<file path="config.mk">
export PLATFORM = sky130hd
export DESIGN_NAME = mpx_uart_tx
export DESIGN_NICKNAME = d
export VERILOG_FILES = /design/src/rtl/mpx_uart_tx_pkg.sv /design/src/rtl/mpx_uart_tx_hold.sv /design/src/rtl/mpx_uart_tx_flags.sv /design/src/rtl/mpx_uart_tx_seq.sv /design/src/rtl/mpx_uart_tx.sv
export SDC_FILE = /design/constraint.sdc
export NUM_CORES = 1
export LEC_CHECK = 0
export BUFFER_PORTS_ARGS = -buffer_cell sky130_fd_sc_hd__buf_2
export CELL_PAD_IN_SITES_DETAIL_PLACEMENT = 1
export CELL_PAD_IN_SITES_GLOBAL_PLACEMENT = 1
export CORE_UTILIZATION = 43
export CTS_BUF_LIST = sky130_fd_sc_hd__clkbuf_8
export DETAILED_ROUTE_END_ITERATION = 16
export MAX_ROUTING_LAYER = met4
export PLACE_DENSITY_LB_ADDON = 0.08
export RECOVER_POWER = 50
export REMOVE_ABC_BUFFERS = 1
export SKIP_LAST_GASP = 1
export SLEW_MARGIN = 0
export SYNTH_ARGS = -nofsm -noshare
export SYNTH_HDL_FRONTEND = slang
export SYNTH_SLANG_ARGS = --single-unit
export TNS_END_PERCENT = 50
</file>
<file path="constraint.sdc">
create_clock -name clk -period 2.2 [get_ports clk]
set_input_delay 0.22 -clock clk [delete_from_list [all_inputs] [get_ports clk]]
set_output_delay 0.22 -clock clk [all_outputs]
set_load 0.05 [all_outputs]
</file>
<file path="src/rtl/mpx_uart_tx_pkg.sv">
package mpx_uart_tx_pkg;

    typedef enum logic [2:0] {
        ST_IDLE,
        ST_START,
        ST_DATA,
        ST_MPB,
        ST_STOP
    } tx_state_e;

    // Per-frame settings latched together with the data byte
    typedef struct packed {
        logic short_len;
        logic two_stop;
        logic mpb;
    } frame_cfg_t;

    // Number of data bits for a frame given the full width
    function automatic int unsigned data_bits(input logic short_len, input int unsigned full_w);
        return short_len ? full_w - 1 : full_w;
    endfunction

endpackage

</file>
<file path="src/rtl/mpx_uart_tx_hold.sv">
module mpx_uart_tx_hold #(
    parameter int DATA_W = 8
) (
    input  logic              clk,
    input  logic              rst,
    input  logic              wr_en,
    input  logic [DATA_W-1:0] wr_data,
    output logic [DATA_W-1:0] q
);
    always_ff @(posedge clk) begin
        if (rst) begin
            q <= '0;
        end else if (wr_en) begin
            q <= wr_data;
        end
    end
endmodule

</file>
<file path="src/rtl/mpx_uart_tx_flags.sv">
module mpx_uart_tx_flags (
    input  logic clk,
    input  logic rst,
    input  logic clr,
    input  logic load,
    input  logic end_set,
    input  logic txi_en,
    input  logic tei_en,
    output logic empty,
    output logic done,
    output logic irq_empty,
    output logic irq_end
);
    always_ff @(posedge clk) begin
        if (rst) begin
            empty <= 1'b1;
            done  <= 1'b1;
        end else begin
            // a load only happens while empty is 0, so load wins over clr
            if (load) begin
                empty <= 1'b1;
            end else if (clr) begin
                empty <= 1'b0;
            end
            if (clr) begin
                done <= 1'b0;
            end else if (end_set) begin
                done <= 1'b1;
            end
        end
    end

    assign irq_empty = empty & txi_en;
    assign irq_end   = done & tei_en;
endmodule

</file>
<file path="src/rtl/mpx_uart_tx_seq.sv">
module mpx_uart_tx_seq
    import mpx_uart_tx_pkg::*;
#(
    parameter int DATA_W = 8
) (
    input  logic              clk,
    input  logic              rst,
    input  logic              baud_tick,
    input  logic              tx_en,
    input  logic              empty,
    input  logic [DATA_W-1:0] hold_data,
    input  frame_cfg_t        cfg_in,
    output logic              load,
    output logic              end_set,
    output logic              txd
);
    localparam int IDX_W = (DATA_W > 2) ? $clog2(DATA_W) : 1;

    tx_state_e         state_q;
    logic [DATA_W-1:0] shreg_q;
    frame_cfg_t        cfg_q;
    logic [IDX_W-1:0]  bit_idx_q;
    logic [IDX_W-1:0]  last_idx;
    logic              in_last_q;
    logic              pending_q;
    logic              txd_q;
    logic              enter_last;
    logic              idle_load;

    always_comb begin
        last_idx   = IDX_W'(data_bits(cfg_q.short_len, DATA_W) - 1);
        // this tick starts the final stop bit of the current frame
        enter_last = baud_tick && tx_en &&
                     (((state_q == ST_MPB) && !cfg_q.two_stop) ||
                      ((state_q == ST_STOP) && !in_last_q));
        idle_load  = baud_tick && tx_en && (state_q == ST_IDLE) && !empty;
        load       = idle_load || (enter_last && !empty);
        end_set    = enter_last && empty;
    end

    always_ff @(posedge clk) begin
        if (rst) begin
            state_q   <= ST_IDLE;
            shreg_q   <= '0;
            cfg_q     <= '0;
            bit_idx_q <= '0;
            in_last_q <= 1'b0;
            pending_q <= 1'b0;
            txd_q     <= 1'b1;
        end else if (!tx_en) begin
            state_q   <= ST_IDLE;
            in_last_q <= 1'b0;
            pending_q <= 1'b0;
            txd_q     <= 1'b1;
        end else begin
            if (load) begin
                shreg_q <= hold_data;
                cfg_q   <= cfg_in;
            end
            if (baud_tick) begin
                unique case (state_q)
                    ST_IDLE: begin
                        if (!empty) begin
                            state_q <= ST_START;
                            txd_q   <= 1'b0;
                        end
                    end
                    ST_START: begin
                        state_q   <= ST_DATA;
                        txd_q     <= shreg_q[0];
                        shreg_q   <= shreg_q >> 1;
                        bit_idx_q <= '0;
                    end
                    ST_DATA: begin
                        if (bit_idx_q == last_idx) begin
                            state_q <= ST_MPB;
                            txd_q   <= cfg_q.mpb;
                        end else begin
                            txd_q     <= shreg_q[0];
                            shreg_q   <= shreg_q >> 1;
                            bit_idx_q <= bit_idx_q + IDX_W'(1);
                        end
                    end
                    ST_MPB: begin
                        state_q   <= ST_STOP;
                        txd_q     <= 1'b1;
                        in_last_q <= !cfg_q.two_stop;
                        pending_q <= !cfg_q.two_stop && !empty;
                    end
                    ST_STOP: begin
                        if (in_last_q) begin
                            in_last_q <= 1'b0;
                            if (pending_q) begin
                                state_q <= ST_START;
                                txd_q   <= 1'b0;
                            end else begin
                                state_q <= ST_IDLE;
                                txd_q   <= 1'b1;
                            end
                        end else begin
                            in_last_q <= 1'b1;
                            pending_q <= !empty;
                            txd_q     <= 1'b1;
                        end
                    end
                    default: state_q <= ST_IDLE;
                endcase
            end
        end
    end

    assign txd = txd_q;
endmodule

</file>
<file path="src/rtl/mpx_uart_tx.sv">
module mpx_uart_tx
    import mpx_uart_tx_pkg::*;
#(
    parameter int DATA_W = 8
) (
    input  logic              clk,
    input  logic              rst,
    input  logic              baud_tick,
    input  logic              tx_en,
    input  logic              hold_wr,
    input  logic [DATA_W-1:0] hold_din,
    input  logic              empty_clr,
    input  logic              short_len,
    input  logic              two_stop,
    input  logic              mpb_bit,
    input  logic              txi_en,
    input  logic              tei_en,
    output logic              txd,
    output logic              empty_flag,
    output logic              end_flag,
    output logic              irq_empty,
    output logic              irq_end
);
    logic [DATA_W-1:0] hold_q;
    logic              load;
    logic              end_set;
    frame_cfg_t        cfg_in;

    assign cfg_in = '{short_len: short_len, two_stop: two_stop, mpb: mpb_bit};

    mpx_uart_tx_hold #(.DATA_W(DATA_W)) hold_i (
        .clk     (clk),
        .rst     (rst),
        .wr_en   (hold_wr),
        .wr_data (hold_din),
        .q       (hold_q)
    );

    mpx_uart_tx_flags flags_i (
        .clk       (clk),
        .rst       (rst),
        .clr       (empty_clr),
        .load      (load),
        .end_set   (end_set),
        .txi_en    (txi_en),
        .tei_en    (tei_en),
        .empty     (empty_flag),
        .done      (end_flag),
        .irq_empty (irq_empty),
        .irq_end   (irq_end)
    );

    mpx_uart_tx_seq #(.DATA_W(DATA_W)) seq_i (
        .clk       (clk),
        .rst       (rst),
        .baud_tick (baud_tick),
        .tx_en     (tx_en),
        .empty     (empty_flag),
        .hold_data (hold_q),
        .cfg_in    (cfg_in),
        .load      (load),
        .end_set   (end_set),
        .txd       (txd)
    );
endmodule

</file>
# Word level (Yosys, flattened, before mapping)
# Index checks and enable logic that the tools add are counted.
# op_classes
n_div	0
addsub	2
shifts	0
n_bitwise	3
eq_ne	10
muxes	23
multipliers	0
n_reduce_logical	27
magnitude_cmp	0
# ops
op	n
two-way mux 8 bit	3
case mux 8 bit (2 select lines)	1
two-way mux 3 bit	5
case mux 3 bit (5 select lines)	1
logical AND 1 bit	9
two-way mux 1 bit	9
AND reduction 4 bit	2
equality test 3 x 2 -> 1 bit (second input constant)	2
inequality test 2 bit (second input constant)	3
case mux 3 bit (2 select lines)	1
AND reduction 3 bit	2
nonzero test 2 bit	3
case mux 1 bit (5 select lines)	1
nonzero test 5 bit	1
inequality test 2 x 1 -> 1 bit (second input constant)	2
case mux 1 bit (2 select lines)	2
AND reduction 2 bit	2
OR reduction 2 bit	2
adder 3 x 1 -> 3 bit (second input constant)	1
equality test 3 x 1 -> 1 bit (second input constant)	1
equality test 3 bit	1
equality test 3 bit (second input constant)	1
logical NOT 1 bit	3
logical NOT 3 bit	1
other kinds (4)	6
# word_totals
output_inout_bits	5
romBits	0
word_cells	77
input_bits	19
regBits	30
latch_bits	0
mem_bits_rw	0
n_memories	0

# Longest topological paths before layout
# Gate-level depths: netlist of the first run.
# depth
depth_word	10
depth_mapped	6
mapped_depth_nobuf	4

# By module
# A second synthesis of the first run with hierarchy kept.
# hier_totals
cells_unflattened	178
hier_area_um2	1537.7
# by_module_without_submodules
mod	seq_area_each_um2	area_each_um2	instances	cells_each
mpx_uart_tx_seq	400.4	1171.1	1	143
mpx_uart_tx_hold	160.2	285.3	1	26
mpx_uart_tx_flags	40.0	81.3	1	9

# Least setup slack after synthesis of the first run
# OpenSTA, ideal clock, no wires.
# synth_timing
path_kind	register to register
startpoint	register seq_i.state_q[2]
endpoint	register seq_i.pending_q
path_slack_ns	0.535
t_required_ns	2.129
arrival_ns	1.594
stages_incl_launch_ff	6
setup_time_ns	0.071
path_buffers	1
synth_period_minus_slack_ns	1.665
path_cell_list	dfxtp_1 buf_4 or4b_4 o31a_1 or4_1 a21oi_1
# synth_between
elab_chain_cells	3
elab_cells_between_ends	6
cone_classes	eq/ne: 3; mux: 1; reduce/logical: 2
# synth_lines
item	line_no	rtl
from (decl)	mpx_uart_tx_seq.sv:19	tx_state_e state_q;
from (signal assigned)	mpx_uart_tx_seq.sv:43	state_q <= ST_IDLE;
from (signal assigned)	mpx_uart_tx_seq.sv:51	state_q <= ST_IDLE;
from (signal assigned)	mpx_uart_tx_seq.sv:64	state_q <= ST_START;
equality test 3 bit or equality test 3 x 2 -> 1 bit (tied branches)	mpx_uart_tx_seq.sv:61	unique case (state_q)
inequality test 2 bit (no source line) or nonzero test 2 bit (tied branches)	--	
AND reduction 3 bit (no source line)	--	
to (signal assigned)	mpx_uart_tx_seq.sv:88	pending_q <= !cfg_q.two_stop && !empty;
to (signal assigned)	mpx_uart_tx_seq.sv:102	pending_q <= !empty;
to (decl)	mpx_uart_tx_seq.sv:25	logic pending_q;
# Several ways; a longest one is shown, not always the timed one.
# A chain may end at the register's enable or synchronous reset.

# Final worst setup path of the first run
# layout_timing
startpoint	register seq_i.state_q[0]
endpoint	register seq_i.shreg_q[7]
# layout_between
elab_chain_cells	10
elab_cells_between_ends	17
cone_classes	eq/ne: 4; mux: 4; reduce/logical: 9
# layout_lines
item	line_no	rtl
equality test 3 x 2 -> 1 bit or equality test 3 bit (tied branches)	mpx_uart_tx_seq.sv:34, mpx_uart_tx_seq.sv:35	
logical AND 1 bit, on equally long branches	mpx_uart_tx_seq.sv:34, mpx_uart_tx_seq.sv:35	
logical OR 1 bit	mpx_uart_tx_seq.sv:34	(((state_q == ST_MPB) && !cfg_q.two_stop) ||
logical AND 1 bit	mpx_uart_tx_seq.sv:33	enter_last = baud_tick && tx_en &&
logical AND 1 bit	mpx_uart_tx_seq.sv:37	load = idle_load || (enter_last && !empty);
logical OR 1 bit	mpx_uart_tx_seq.sv:37	
two-way mux 8 bit	mpx_uart_tx_seq.sv:56	if (load) begin
two-way mux 8 bit	mpx_uart_tx_seq.sv:75	if (bit_idx_q == last_idx) begin
case mux 8 bit (2 select lines)	mpx_uart_tx_seq.sv:61	
two-way mux 8 bit *	mpx_uart_tx_seq.sv:60	if (baud_tick) begin
to (signal assigned)	mpx_uart_tx_seq.sv:57	shreg_q <= hold_data;
to (signal assigned)	mpx_uart_tx_seq.sv:71	shreg_q <= shreg_q >> 1;
to (signal assigned)	mpx_uart_tx_seq.sv:80	shreg_q <= shreg_q >> 1;
to (decl)	mpx_uart_tx_seq.sv:20	logic [DATA_W-1:0] shreg_q;
# Every way passes the cells marked *; elsewhere a longest branch is shown, timed or not.

==> results of run 1 <==
[through the flow]
stage | setup WS (ps) | area, sq um | total power [uW] | util (%)
2_1_floorplan | 345 | 1580 | 690 | -
4_1_cts | 223 | 1910 | 1230 | 52.2
3_3_place_gp | 286 | 1820 | 753 | 49.7
5_1_grt | 58.1 | 1910 | 1280 | 52.1
6_report | 239 | 1910 | 1210 | 52.1
3_5_place_dp | 238 | 1820 | 763 | 49.7
[power breakdown]
part	internal, uW	switching, uW	leakage [uW]	total (uW)
Clock	247	214	0.0000524	461
Combinational	60.2	96.5	0.000430	157
Sequential	568	24.6	0.000246	592
[how the worst max path moves through the flow]
stage,from,end,slack (ps),cells past startpoint
6_report,seq_i.state_q[0],seq_i.shreg_q[7],240,4
5_1_grt,seq_i.state_q[0],seq_i.shreg_q[3],60,5
4_1_cts,seq_i.state_q[0],seq_i.bit_idx_q[1],220,3
3_5_place_dp,seq_i.state_q[0],seq_i.bit_idx_q[1],240,3
3_3_place_gp,seq_i.state_q[0],seq_i.shreg_q[7],290,3
2_1_floorplan,seq_i.state_q[2],seq_i.pending_q,350,4
[per-layer routing]
metal	routed length, microns	track usage [%]	vias up
met1	2160	31.1	823
met4	85	9.66	0
met2	2310	44.3	30
met3	150	6.34	8
li1	-	-	806
met5	0	-	-
[logic make-up after synthesis]
kind of cell             Yosys count
flip-flops                        30
multiplexers                      11
buffers and inverters             20
adder cells (fa/ha/maj)            1
XOR/XNOR                           1
AND/OR/NAND/NOR                   84
AO/OA/AOI/OAI                     60
[worst reg2reg max path: cells and delay by family (launching register included)]
family           cells  cell delay [ps]
AND/OR/NAND/NOR      3              840
flip-flops           1              700
AO/OA/AOI/OAI        1              350
[Yosys cell counts, types with 3 or more instances]
cell,instances,area (sq um)
nor3b_1,3,22.5
mux2i_1,11,110
a22oi_1,4,30.0
dfxtp_1,30,601
o31ai_1,8,60.1
o21ai_0,11,55.1
a41oi_1,9,78.8
clkbuf_1,11,41.3
a21oi_1,8,40.0
nor3_1,5,25.0
a211oi_1,3,22.5
inv_1,7,26.3
nor2b_1,6,37.5
nand2_1,26,97.6
nor2_1,32,120
[cell type report]
type                            count  area, sq um  area share (%)
Clock inverter                      2         8.76           0.460
Clock buffer                        6         82.6            4.33
Inverter                            7         26.3            1.38
Timing Repair Buffer               31          165            8.67
Multi-Input combinational cell    157          962            50.5
Tap cell                           48         60.1            3.15
Sequential cell                    30          601            31.5
[registers in the layout (all words and copies together) (netlist names)]
register	count
seq_i.txd	1
seq_i.bit_idx_q	3
seq_i.cfg_q	3
hold_i.q	8
seq_i.shreg_q	8
seq_i.in_last_q	1
seq_i.state_q	3
flags_i.empty	1
flags_i.done	1
seq_i.pending_q	1
[cells in the final DEF, fill, tap and decap left out, types with 7 or more instances in the layout]
| cell type | count |
|---|---|
| a21oi_1 | 8 |
| a41oi_1 | 9 |
| buf_2 | 18 |
| buf_4 | 7 |
| dfxtp_1 | 30 |
| inv_1 | 8 |
| mux2i_1 | 11 |
| nand2_1 | 26 |
| nor2_1 | 32 |
| o21ai_0 | 11 |
| o31ai_1 | 8 |
==> flow_summary.ini, run 1 <==
[layout]
nets = 252
syn2layout_area_growth_pct = 16.3
diodes = 0
drive_above_1_share_pct = 15.5
fin_cells = 281
n_fill_cell = 467

[sta]
fin_crit_ps = 1960
whs_ps = 156
tightest_slew_ps = 786
fin_setup_tns_ps = 0
fmax_mhz = 510
post-route-period-util_pct = 89.1
rsz0062_at_grt = false
fin_worst_skew_ps = 4.57
finalHoldViolCount = 0
drv_slew = 0
maxSlewHeadroom_pct = 47.5
setup_violations = 0

[floorplanning]
die_w_microns = 63.7
dieHeight_microns = 63.7
pin_count = 24
fp-row-count = 22
dieArea_sq_mm = 0.00406
start_util_pct = 44.7
core_sq_mm = 0.00366

[power_and_ir_drop]
p_leak_uw = 0.000728
ir_worst_vdd_uv = 432
power_density_mw_per_mm2 = 635

[synthesis]
synth-main-ff-cell = dfxtp_1
synth_edf_count = 0
yosys.area_share.xor_xnor_pct = 0.535
synth_fa_ha_area_share_pct = 0.764
synth_top_family_by_area = compound AO/OA/AOI/OAI gates
synthesis.area_sq_mm = 0.00164
synth.distinct_cells = 44
ys_ff_latch = 30
synthCells = 207
synth_compound_area_share_pct = 26.1
ys_async_sr_fraction_pct = 0
ys_warn_count = 0
synthMuxAreaShare_pct = 6.72
synth-simple-area-share_pct = 24.4
synth_area_per_cell_sq_um = 7.91
synth_seq_area_share_pct = 36.7

[hold_path]
min_to = flags_i.empty
hold_path.startpoint = empty_clr
min_path_cells = 2
hold_path_class = in -> reg

[clock_network]
cts.clk_slew.worst_paths_ps = 60
cts_buffer_depth = 2
cts_made_buffers = 5
post_cts.repair.setup_buffers = 0
cts_root_buf = clkbuf_8
cts_resized = 0
htreeDepth = 2
cts_tree = done
cts_sinks = 30
cts-hold-fix-buffers = 0
worstSkewPairLatency_ps = 280

[route]
viasPerCell = 5.93
first_iter_violations = 124
wirelength_mm = 4.71
num_vias = 1667
drc_errors = 0
ant_nets = 0
dr.pass1.iters = 4
wl_per_cell_microns = 16.8

[global_route]
grt_start_max_net_pins = 22
overflow = 0
grt_pass1_wl_mm = 8.04
antenna_found_initial = 0
first_global_vias = 1646
grt_use_total_pct = 26.7

[worst_setup_path]
arrival_ps = 2170
worstSetupStartpointType = flop
cpLargestDelayFamily = simple AND/OR/NAND/NOR gates
cp-end-kind = flop
reg2regPathDepth = 4
cp_cell_sequence = nor4bb_1 -> o21bai_1 -> nor2b_1 -> nor3_1
reg2reg_slack_ps = 240
cp.buffers_inverters = 0
slowest_delay_ps = 700
r2r_start = seq_i.state_q[0]
path_max_fanout = 17
cp.required_ps = 2410
path_class = reg -> reg
cp_slowest_cell = dfxtp_1
timing.rr.end = seq_i.shreg_q[7]

[place]
placed_cells = 273
portBuffers = 23
hpwl_mm = 3.36
place_congestion = 0.859

[run]
drv_cap = 0

[outcome]
outcome = finished, final reports clean
Note: power is estimated with default switching activity, not from simulation.
==> inputs of run 2 (changes only) <==
--- a/config.mk
+++ b/config.mk
@@ -8,7 +8,7 @@
 export BUFFER_PORTS_ARGS = -buffer_cell sky130_fd_sc_hd__buf_2
 export CELL_PAD_IN_SITES_DETAIL_PLACEMENT = 1
 export CELL_PAD_IN_SITES_GLOBAL_PLACEMENT = 1
-export CORE_UTILIZATION = 43
+export CORE_UTILIZATION = 46
 export CTS_BUF_LIST = sky130_fd_sc_hd__clkbuf_8
 export DETAILED_ROUTE_END_ITERATION = 16
 export MAX_ROUTING_LAYER = met4
==> constraint.sdc (replaced) <==
create_clock -name clk -period 2.4 [get_ports clk]
set_input_delay 0.24 -clock clk [delete_from_list [all_inputs] [get_ports clk]]
set_output_delay 0.24 -clock clk [all_outputs]
set_load 0.05 [all_outputs]
==> run 2 against run 1 <==
  * Hold slack improved by 9.6 ps
  * Setup slack improved by 110 ps
  * Sequential power decreased by 8.3%
  * Cell count decreased by 2.1%
  * Total power decreased by 7.5%
  * Critical path type unchanged
  * Largest power group unchanged
  * Highest routed layer unchanged
==> flow_summary.ini, run 2 (same netlist as run 1, synthesis figures left out) <==
[outcome]
outcome = finished, final reports clean

[global_route]
overflow = 0
grt_start_max_net_pins = 23
grt_use_total_pct = 28.1
antenna_found_initial = 0
first_global_vias = 1608
grt_pass1_wl_mm = 7.38

[power_and_ir_drop]
p_comb_share_pct = 12.5
finalPower_uw = 1120
power_density_mw_per_mm2 = 598
ir_worst_vdd_uv = 374
p_seq_share_pct = 48.5
p_int_uw = 803
p_leak_uw = 0.000704
swShare_pct = 28.3
p_sw_uw = 316
clkPwrFrac_pct = 39.0

[worst_setup_path]
slowest_delay_ps = 680
timing.rr.end = seq_i.shreg_q[2]
arrival_ps = 2260
reg2regPathDepth = 4
r2r_start = seq_i.state_q[2]
worstSetupStartpointType = flop
startpoint = seq_i.state_q[2]
cp_slowest_cell = dfxtp_1
cp.required_ps = 2610
path_class = reg -> reg
cp-end-kind = flop
cp_cell_sequence = or4b_4 -> a21oi_2 -> o21ai_0 -> a41oi_1
reg2reg_slack_ps = 340
cp-endpoint = seq_i.shreg_q[2]
path_max_fanout = 19

[run]
drv_cap = 0

[clock_network]
cts_resized = 0
worstSkewPairLatency_ps = 290
htreeDepth = 2
cts.clk_slew.worst_paths_ps = 70
cts_sinks = 30
cts_tree = done
cts_made_buffers = 5
post_cts.repair.setup_buffers = 0
cts_buffer_depth = 2
cts_root_buf = clkbuf_8
cts-hold-fix-buffers = 0

[layout]
syn2layout_area_growth_pct = 14.3
top_regs = hold_i.q x8, seq_i.shreg_q x8
n_fill_cell = 446
nets = 248
multi_input_area_sq_um = 957
drive_above_1_share_pct = 14.0
diodes = 0
regArea_sq_um = 601
layout_common_cells = nor2_1 (32), dfxtp_1 (30), nand2_1 (26)
final_common_cell = nor2_1

[floorplanning]
dieArea_sq_mm = 0.00380
fp-row-count = 21
dieHeight_microns = 61.7
start_util_pct = 48.7
die_w_microns = 61.7
core_sq_mm = 0.00336
pin_count = 24

[route]
drc_errors = 0
route.met2.wl_mm = 2.20
num_vias = 1634
wirelength_mm = 4.65
viasPerCell = 5.94
wl_per_cell_microns = 16.9
first_iter_violations = 54
met1Wirelength_mm = 2.15
route.met3.wl_microns = 238
top_layer_used = met4
dr.pass1.iters = 4
ant_nets = 0

[sta]
rsz0062_at_grt = false
maxSlewHeadroom_pct = 22.1
fin_worst_skew_ps = 5.10
finalHoldViolCount = 0
setup_violations = 0
fin_setup_tns_ps = 0
fmax_mhz = 486
post-route-period-util_pct = 85.6
drv_slew = 0
fin_crit_ps = 2060
tightest_slew_ps = 1160

[place]
portBuffers = 23
place_congestion = 0.808
hpwl_mm = 3.34

[hold_path]
hold_path_class = in -> reg
-- run 2: cell types whose count changed in the layout (fill, tap and decap cells not counted) --
cell	previous run	this run
buf_4	7	3
clkinvlp_4	0	1
inv_1	8	7
nor3_1	4	5
nor3_2	1	0
-- run 2: how the worst min path moves through the flow --
| stage | startpoint | end | slack, ps | cells past startpoint |
|---|---|---|---|---|
| floorplan | rst | seq_i.bit_idx_q[1] | 310 | 1 |
| global placement | empty_clr | flags_i.done | 460 | 2 |
| detailed placement | empty_clr | flags_i.empty | 470 | 2 |
| CTS | empty_clr | flags_i.empty | 160 | 2 |
| global route | empty_clr | flags_i.done | 170 | 2 |
| finish | empty_clr | flags_i.empty | 170 | 2 |
-- run 2: worst max-delay path: cells and delay by family, from the launching register on --
family          cells  cell delay [ps]
compound gates      3              730
flops               1              680
simple gates        1              550
-- run 2: final cells by class --
class                           count  area share, %
Multi-Input combinational cell    157           51.1
Sequential cell                    30           32.1
Timing Repair Buffer               27           7.22
Clock buffer                        6           4.41
Tap cell                           46           3.07
Inverter                            7           1.40
Clock inverter                      2          0.668
-- run 2: power groups by stage --
| stage | Clock (uW) | Combinational (uW) | Sequential (uW) |
|---|---|---|---|
| floorplan | 0 | 75.2 | 558 |
| global route | 469 | 155 | 546 |
| global placement | 0 | 136 | 552 |
| CTS | 448 | 143 | 543 |
| finish | 437 | 140 | 543 |
| detailed placement | 0 | 142 | 554 |
-- run 2: metal layers --
layer / global-route usage (%) / vias to the layer above
li1: - / 793
met1: 34.0 / 790
met2: 46.1 / 45
met3: 6.72 / 6
met4: 8.89 / 0
met5: - / -
-- run 2: metrics by stage --
step | cells | setup WS (ps) | hold slack [ps] | instance area (sq um) | utilization, %
6_report | 275 | 344 | 166 | 1870 | 55.7
5_1_grt | 275 | 157 | 167 | 1870 | 55.7
4_1_cts | 275 | 332 | 158 | 1880 | 56.0
2_1_floorplan | 194 | 545 | 309 | 1580 | -
3_3_place_gp | 267 | 438 | 457 | 1790 | 53.1
3_5_place_dp | 267 | 365 | 467 | 1790 | 53.1
